===== config.mk =====
export PLATFORM = sky130hd
export DESIGN_NAME = mgmt_master
export DESIGN_NICKNAME = d
export VERILOG_FILES = /design/src/rtl/mgmt_pkg.sv /design/src/rtl/mgmt_clkdiv.sv /design/src/rtl/mgmt_seq.sv /design/src/rtl/mgmt_master.sv
export SDC_FILE = /design/constraint.sdc
export NUM_CORES = 1
export LEC_CHECK = 0
export ABC_AREA = 1
export BUFFER_PORTS_ARGS = -buffer_cell sky130_fd_sc_hd__buf_2
export CORE_ASPECT_RATIO = 2
export CORE_UTILIZATION = 45
export CTS_BUF_LIST = sky130_fd_sc_hd__clkbuf_8
export DETAILED_ROUTE_END_ITERATION = 6
export PLACE_DENSITY = 0.65
export SLEW_MARGIN = 15
export SYNTH_ARGS = -nofsm -noshare
export SYNTH_HDL_FRONTEND = slang
export SYNTH_HIERARCHICAL = 1
export SYNTH_SLANG_ARGS = --single-unit

===== constraint.sdc =====
create_clock -name clk -period 6.2 [get_ports clk]
set_input_delay 0.62 -clock clk [delete_from_list [all_inputs] [get_ports clk]]
set_output_delay 0.62 -clock clk [all_outputs]
set_load 0.02 [all_outputs]

===== src/rtl/mgmt_pkg.sv =====
package mgmt_pkg;

    localparam int FRAME_BITS = 64;
    localparam int PRE_BITS   = 32;
    localparam int IDX_W      = $clog2(FRAME_BITS);
    localparam logic [IDX_W-1:0] IDX_LAST = IDX_W'(FRAME_BITS - 1);
    localparam logic [IDX_W-1:0] IDX_TA   = IDX_W'(FRAME_BITS - 18);
    localparam logic [IDX_W-1:0] IDX_DATA = IDX_W'(FRAME_BITS - 16);

    // command register layout (bit 0 is the start/busy flag)
    typedef struct packed {
        logic [4:0] phy;
        logic [4:0] regad;
        logic [3:0] clk_sel;
        logic       wr;
        logic       go;
    } mgmt_cmd_t;

    typedef enum logic {FMT_STD = 1'b0, FMT_ALT = 1'b1} frame_fmt_e;

    typedef enum logic [1:0] {
        SEL_CMD  = 2'd0,
        SEL_DATA = 2'd1,
        SEL_CTRL = 2'd2
    } reg_sel_e;

    function automatic logic [1:0] opcode_of(frame_fmt_e fmt, logic wr);
        if (fmt == FMT_ALT) return 2'b00;
        return wr ? 2'b01 : 2'b10;
    endfunction

    function automatic logic [4:0] phy_field(frame_fmt_e fmt, logic wr, logic [4:0] phy);
        if (fmt == FMT_ALT) return {~wr, phy[3:0]};
        return phy;
    endfunction

    function automatic logic [FRAME_BITS-1:0] build_frame(mgmt_cmd_t c, frame_fmt_e fmt,
                                                          logic [15:0] d);
        return {{PRE_BITS{1'b1}}, 2'b01, opcode_of(fmt, c.wr),
                phy_field(fmt, c.wr, c.phy), c.regad, 2'b10, d};
    endfunction

endpackage


===== src/rtl/mgmt_clkdiv.sv =====
module mgmt_clkdiv #(
    parameter int HALF_BASE = 2,
    parameter int SEL_W     = 4
) (
    input  logic             clk,
    input  logic             rst,
    input  logic             run,
    input  logic [SEL_W-1:0] sel,
    output logic             mdc,
    output logic             rise_tick,
    output logic             fall_tick
);
    localparam int MAX_HALF = (1 << SEL_W) * HALF_BASE;
    localparam int CNT_W    = $clog2(MAX_HALF + 1);

    logic [CNT_W-1:0] cnt;
    logic [CNT_W-1:0] half_m1;
    logic             wrap;

    always_comb begin
        half_m1   = CNT_W'((int'(sel) + 1) * HALF_BASE - 1);
        wrap      = run && (cnt == half_m1);
        rise_tick = wrap && !mdc;
        fall_tick = wrap && mdc;
    end

    always_ff @(posedge clk) begin
        if (rst || !run) begin
            cnt <= '0;
            mdc <= 1'b0;
        end else if (wrap) begin
            cnt <= '0;
            mdc <= ~mdc;
        end else begin
            cnt <= cnt + 1'b1;
        end
    end
endmodule


===== src/rtl/mgmt_seq.sv =====
module mgmt_seq
    import mgmt_pkg::*;
(
    input  logic                  clk,
    input  logic                  rst,
    input  logic                  start,
    input  logic [FRAME_BITS-1:0] frame,
    input  logic                  is_read,
    input  logic                  rise_tick,
    input  logic                  fall_tick,
    input  logic                  mdio_i,
    output logic                  busy,
    output logic                  done,
    output logic                  rd_txn,
    output logic [IDX_W-1:0]      bit_idx,
    output logic                  mdio_o,
    output logic                  mdio_oe,
    output logic [15:0]           rx_data
);
    logic [FRAME_BITS-1:0] sh;

    always_comb begin
        done    = busy && fall_tick && (bit_idx == IDX_LAST);
        mdio_o  = busy ? sh[FRAME_BITS-1] : 1'b1;
        mdio_oe = busy && (!rd_txn || (bit_idx < IDX_TA));
    end

    always_ff @(posedge clk) begin
        if (rst) begin
            busy    <= 1'b0;
            rd_txn  <= 1'b0;
            bit_idx <= '0;
            sh      <= '0;
            rx_data <= '0;
        end else if (start) begin
            busy    <= 1'b1;
            rd_txn  <= is_read;
            bit_idx <= '0;
            sh      <= frame;
        end else if (busy) begin
            if (fall_tick) begin
                if (done) begin
                    busy <= 1'b0;
                end else begin
                    bit_idx <= bit_idx + 1'b1;
                    sh      <= {sh[FRAME_BITS-2:0], 1'b0};
                end
            end
            if (rise_tick && rd_txn && (bit_idx >= IDX_DATA)) begin
                rx_data <= {rx_data[14:0], mdio_i};
            end
        end
    end
endmodule


===== src/rtl/mgmt_master.sv =====
module mgmt_master
    import mgmt_pkg::*;
#(
    parameter int HALF_BASE = 2
) (
    input  logic        clk,
    input  logic        rst,
    input  logic        reg_wr,
    input  logic [1:0]  reg_sel,
    input  logic [15:0] reg_wdata,
    output logic [15:0] cmd_rd,
    output logic [15:0] data_rd,
    output logic        alt_rd,
    output logic        mdc,
    output logic        mdio_o,
    output logic        mdio_oe,
    input  logic        mdio_i
);
    mgmt_cmd_t             cmd_in;
    logic [15:1]           cmd_fields;
    logic [15:0]           data_q;
    frame_fmt_e            fmt_q;
    logic                  wr_cmd;
    logic                  start;
    logic [FRAME_BITS-1:0] frame;
    logic                  busy;
    logic                  done;
    logic                  rd_txn;
    logic [IDX_W-1:0]      bit_idx;
    logic [15:0]           rx_data;
    logic                  rise_tick;
    logic                  fall_tick;

    always_comb begin
        cmd_in  = mgmt_cmd_t'(reg_wdata);
        wr_cmd  = reg_wr && (reg_sel == SEL_CMD);
        start   = wr_cmd && cmd_in.go && !busy;
        frame   = build_frame(cmd_in, fmt_q, data_q);
        cmd_rd  = {cmd_fields, busy};
        data_rd = data_q;
        alt_rd  = (fmt_q == FMT_ALT);
    end

    always_ff @(posedge clk) begin
        if (rst) begin
            cmd_fields <= '0;
            data_q     <= '0;
            fmt_q      <= FMT_STD;
        end else begin
            if (wr_cmd && !busy) begin
                cmd_fields <= reg_wdata[15:1];
            end
            if (done && rd_txn) begin
                data_q <= rx_data;
            end else if (reg_wr && (reg_sel == SEL_DATA) && !busy) begin
                data_q <= reg_wdata;
            end
            if (reg_wr && (reg_sel == SEL_CTRL)) begin
                fmt_q <= frame_fmt_e'(reg_wdata[0]);
            end
        end
    end

    mgmt_clkdiv #(
        .HALF_BASE (HALF_BASE),
        .SEL_W     (4)
    ) clkdiv_i (
        .clk       (clk),
        .rst       (rst),
        .run       (busy),
        .sel       (cmd_fields[5:2]),
        .mdc       (mdc),
        .rise_tick (rise_tick),
        .fall_tick (fall_tick)
    );

    mgmt_seq seq_i (
        .clk       (clk),
        .rst       (rst),
        .start     (start),
        .frame     (frame),
        .is_read   (!cmd_in.wr),
        .rise_tick (rise_tick),
        .fall_tick (fall_tick),
        .mdio_i    (mdio_i),
        .busy      (busy),
        .done      (done),
        .rd_txn    (rd_txn),
        .bit_idx   (bit_idx),
        .mdio_o    (mdio_o),
        .mdio_oe   (mdio_oe),
        .rx_data   (rx_data)
    );
endmodule


# Word-level counts from Yosys, hierarchy flattened
# Cells that the tools add are included.
# W data, S select, Z words.
# totals
mem_bits_rw,0
latch_bits,0
input_bits,22
out_inout_bits,36
mem_bits_ro,0
memories,0
regBits,127
elab_cells,74
# classes
n_div,0
n_lt_le_gt_ge,2
bitwise,4
n_eq_ne,5
n_shift,0
reduce_logical,31
muxes,17
n_addsub,4
mul,0
# op_table
op,n
$mux W64,4
$mux W16,2
$logic_and A1 B1 Y1,16
$add A6 B1 Y6 const B,2
$mux W5,2
$reduce_and A3 Y1,3
$eq A6 B6 Y1,1
$eq A6 B6 Y1 const B,1
$ge A6 B6 Y1 const B,1
$lt A6 B6 Y1 const B,1
$mux W1,6
$mux W2,3
$reduce_bool A2 Y1,3
$sub A6 B2 Y6 const B,1
$add A4 B1 Y5 const B,1
$logic_not A1 Y1,4
$not A1 Y1,4
$reduce_or A2 Y1,2
$eq A2 B1 Y1 const B,1
$eq A2 B2 Y1 const B,1
$logic_not A2 Y1,1
$logic_or A1 B1 Y1,2
$ne A2 B1 Y1 const B,1

# Depth between registers and ports, before layout
# logic_depth
depth_word,11
mapped_depth,18
mapped_depth_nobuf,17

# Cells and area by module
# Netlist, hierarchy kept.
# by_module_without_submodules
mod,area_per_inst_um2,seq_area_each_um2,cells_per_inst,instances
mgmt_seq,4177.8,1761.7,627,1
mgmt_master,1556.5,640.6,223,1
mgmt_clkdiv,538.0,140.1,81,1

# Worst setup path before layout
# Ideal clock, no wire load.
# synth_path
kind,reg2reg
from,register cmd_fields[2] in the netlist's numbering
to,register data_q[9] (netlist: data_rd[9])
arrival_ns,2.325
path_buffers,1
stages_incl_launch_ff,19
required_ns,6.084
setup_ns,0.116
synth_period_minus_slack_ns,2.441
slack_ns,3.759
path_cell_list,dfxtp_1 > ha_1 > inv_1 > nand2_1 > nand2_1 > nand2_1 > nand2_1 > nand2_1 > nor2_4 > nand3_2 > inv_1 > nand2_1 > nor2_1 > nand2_1 > buf_2 > nor2_1 > nor2_1 > o21ai_0 > nor2_1
# synth_via
elab_chain_len,9
word_cells_on_any_way,10
cone_classes,2 x add/sub; 1 x eq/ne; 1 x mux; 6 x reduce/logical
# synth_lines
element,line_no,source
start: declaration,mgmt_master.sv:20,logic [15:1] cmd_fields;
start signal: assignment,mgmt_master.sv:51,cmd_fields <= reg_wdata[15:1];
$add A4 B1 Y5 (*),mgmt_clkdiv.sv:21,half_m1 = CNT_W'((int'(sel) + 1) * HALF_BASE - 1);
$sub A6 B2 Y6 (*),mgmt_clkdiv.sv:21,
$eq A6 B6 Y1 (*),mgmt_clkdiv.sv:22,wrap = run && (cnt == half_m1);
$logic_and A1 B1 Y1 (*),mgmt_clkdiv.sv:22,
$logic_and A1 B1 Y1 (*),mgmt_clkdiv.sv:24,fall_tick = wrap && mdc;
via fall_tick,mgmt_master.sv:32,logic fall_tick;
$logic_and A1 B1 Y1 (*) (2 in a row),mgmt_seq.sv:23,done = busy && fall_tick && (bit_idx == IDX_LAST);
via done,mgmt_master.sv:27,logic done;
$logic_and A1 B1 Y1 (*),mgmt_master.sv:53,if (done && rd_txn) begin
$mux W16 or $reduce_bool A2 Y1 (tied branches),-,
end signal: assignment,mgmt_master.sv:54,data_q <= rx_data;
end signal: assignment,mgmt_master.sv:56,data_q <= reg_wdata;
end: declaration,mgmt_master.sv:21,logic [15:0] data_q;
# The timed path passes the listed nets; every way through them passes the cells marked *.
# A chain may end at the register's enable or synchronous reset.

# Worst setup path in the final report
# layout_path
from,register cmd_fields[2] in the netlist's numbering
to,register data_q[4] (netlist: data_rd[4])
# Same word-level chain as after synthesis.

==> results.json <==
{
  "final_antenna_net_count": 0,
  "power_frac_comb_pct": 6.5,
  "port_buffers": 57,
  "setup_viol": 0,
  "fmax_mhz": 254,
  "cts_hold_buf": 0,
  "cts_made_buffers": 17,
  "area_growth_pct": 8.52,
  "yosysWarnings": 6,
  "timing.setup.tns_ns": 0,
  "final_area_mm2": 0.00681,
  "slew_violations": 0,
  "start_util_pct": 46.4,
  "num-nets-final": 996,
  "powerDensity_mw_per_mm2": 237,
  "htree_num_levels": 4,
  "max_cap_violations": 0,
  "ir_drop_uv": 158,
  "multiInputGateArea_mm2": 0.00325,
  "antenna_found_initial": 0,
  "clock_path_buffers": 2,
  "ys_seq_elements": 127,
  "clk_latency_ns": 0.42,
  "skew_ns": 0.0121,
  "first_global_vias": 5241,
  "wl_mm": 14.9,
  "outcome": "finished, final reports clean",
  "ctsResizeCount": 0,
  "drc": 0,
  "die_area_mm2": 0.0144,
  "globalRouteOverflowTotal": 0,
  "synth.avg_cell_area_um2": 6.74,
  "hold_class": "input port to flip-flop",
  "track_usage_pct": 21.5,
  "grt_max_degree": 79,
  "ys_types": 26,
  "gp_congestion": 0.842,
  "rsz0062_at_grt": "false",
  "firstDrtPassIters": 5,
  "critPathKind": "flip-flop to flip-flop",
  "tightest_slew_ns": 0.992,
  "vias_per_cell": 5.04,
  "relSlewSlack_pct": 33.6,
  "postPlaceCellArea_mm2": 0.00643,
  "cts_root_buf": "clkbuf_8",
  "hold_viol": 0,
  "cp.required_ns": 6.54,
  "worstSetupStartpointType": "flip-flop",
  "post-cts-setup-buffers": 0,
  "ys_seq_area_share_pct": 40.5,
  "netSwitchingFraction_pct": 27.1,
  "fp.dieH_um": 169,
  "cts.reportedPaths.clkPinSlew_ns": 0.08,
  "io_pins": 58,
  "num_rows": 60,
  "clkPwrFrac_pct": 41.8,
  "drt-initial-drc-count": 362,
  "worstPathArrival_ns": 4.28,
  "syn_inst": 931,
  "p_leak_nw": 2.93,
  "fin_crit_sh_pct": 63.5,
  "dp.cells": 1107,
  "switchingPower_mw": 0.436,
  "clock-sinks": 127,
  "die_w_um": 85.5,
  "ff_latch_area_mm2": 0.00254,
  "cts_tree": "built",
  "hpwl_mm": 9.79,
  "vias": 5744,
  "layout-drive-gt1-share_pct": 12.5,
  "seq_power_share_pct": 51.7,
  "wl_per_cell_um": 13.1,
  "crit_path_end_kind": "flip-flop",
  "antennaDiodeCount": 0,
  "p_int_mw": 1.17,
  "final_cells": 1139,
  "period_needed_ns": 3.94,
  "syn_area_mm2": 0.00627,
  "nFillCells": 1445,
  "grt_first_pass_wirelength_mm": 24.9,
  "core-area_mm2": 0.0135,
  "crit_fanout": 31
}
per-layer routing:
metal	global-route usage, %	routed length [um]
met5	0	0
met1	24.3	6130
met2	38.0	7750
met4	10.1	527
met3	4.78	507
cells in the mapped netlist, drive strengths merged:
| library cell | number | area [um^2] |
|---|---|---|
| or2 | 1 | 6.26 |
| clkbuf | 18 | 67.6 |
| buf | 56 | 420 |
| conb | 2 | 7.51 |
| nor2 | 70 | 322 |
| nand2 | 370 | 1460 |
| o21ai | 21 | 105 |
| inv | 34 | 128 |
| ha | 3 | 37.5 |
| nand4 | 1 | 6.26 |
| xor2 | 6 | 52.6 |
| xnor2 | 1 | 8.76 |
| nand3 | 118 | 596 |
| a21oi | 103 | 515 |
| dfxtp | 127 | 2540 |
per-stage QoR:
step	hold WS, ns	worst slack, ns	total power [mW]	util (%)
final	0.457	2.26	1.61	50.4
after global routing	0.439	1.75	1.68	50.4
after CTS	0.425	2.19	1.63	50.4
after detailed placement	0.452	2.12	0.956	47.6
after global placement	0.450	2.16	0.956	47.6
after floorplan	0.439	3.76	0.927	-
layout make-up:
class	count	area share, %
clock inverters	15	2.06
flip-flops and latches	127	37.4
clock buffers	17	3.44
repair buffers	61	4.67
multi-input cells	730	47.7
inverters	34	1.89
well taps	155	2.85
placed cells by master (no fill, tap or decap):
cell	count
clkinv_2	2
buf_2	56
nand2_4	5
nor2_8	1
nor2_1	57
nand3_1	117
o21ai_0	21
nand4_1	1
nand2_1	358
dfxtp_1	127
nand3_2	1
inv_2	3
nand2_2	6
nand2_8	1
inv_6	4
or2_2	1
nor2_2	8
ha_1	3
clkinvlp_4	3
buf_4	5
a21oi_1	103
clkinv_4	5
inv_1	31
bufinv_16	1
clkbuf_8	17
xor2_1	6
conb_1	36
xnor2_1	1
nor2_4	4
sequential cells by signal (all words and copies together), names as in the netlist:
register / cells
seq_i/rd_txn: 1
seq_i/busy: 1
clkdiv_i/cnt: 6
seq_i/rx_data: 16
data_rd: 16
clkdiv_i/mdc: 1
seq_i/bit_idx: 6
alt_rd: 1
seq_i/sh: 64
cmd_fields: 15
cell families (layout without fill, tap and decap cells):
| logic type | Yosys count | count (layout) | share of synthesized area (%) |
|---|---|---|---|
| simple gates | 560 | 560 | 38.1 |
| compound gates | 124 | 124 | 9.89 |
| fa+ha+maj | 3 | 3 | 0.599 |
| other cells | 2 | 36 | 0.120 |
| xor+xnor | 7 | 7 | 0.977 |
| buf+inv | 108 | 127 | 9.81 |
| flops | 127 | 127 | 40.5 |
critical path: stages (launching register included):
cell     delay (ns)
dfxtp_1        0.47
ha_1           0.29
inv_1          0.06
nand2_1        0.08
nand2_1        0.08
nand2_1        0.05
nand2_1        0.05
nand2_1        0.08
nor2_4         0.14
nand3_2        0.08
inv_1          0.06
nand2_1        0.08
nor2_1         0.79
nand2_1        0.85
nand2_4        0.47
nand2_1        0.10
a21oi_1        0.13
path summary, 6_finish.rpt:
kind | from | to | slack [ns] | depth (start not counted)
setup reg to reg | cmd_fields[2] | data_rd[4] | 2.26 | 16
hold / removal | mdio_i | seq_i/rx_data[0] | 0.46 | 3
hold reg to reg | cmd_fields[14] | cmd_fields[14] | 0.46 | 2
setup / recovery | cmd_fields[2] | data_rd[4] | 2.26 | 16
power groups by stage:
stage                     combinational (mW)  sequential [mW]  clock, mW
after floorplan                       0.0744            0.853          0
after global routing                   0.116            0.833      0.727
after CTS                              0.105            0.833      0.692
after detailed placement               0.105            0.852          0
final                                  0.104            0.832      0.673
after global placement                 0.104            0.852          0
Note: power is estimated with default switching activity, not from simulation.
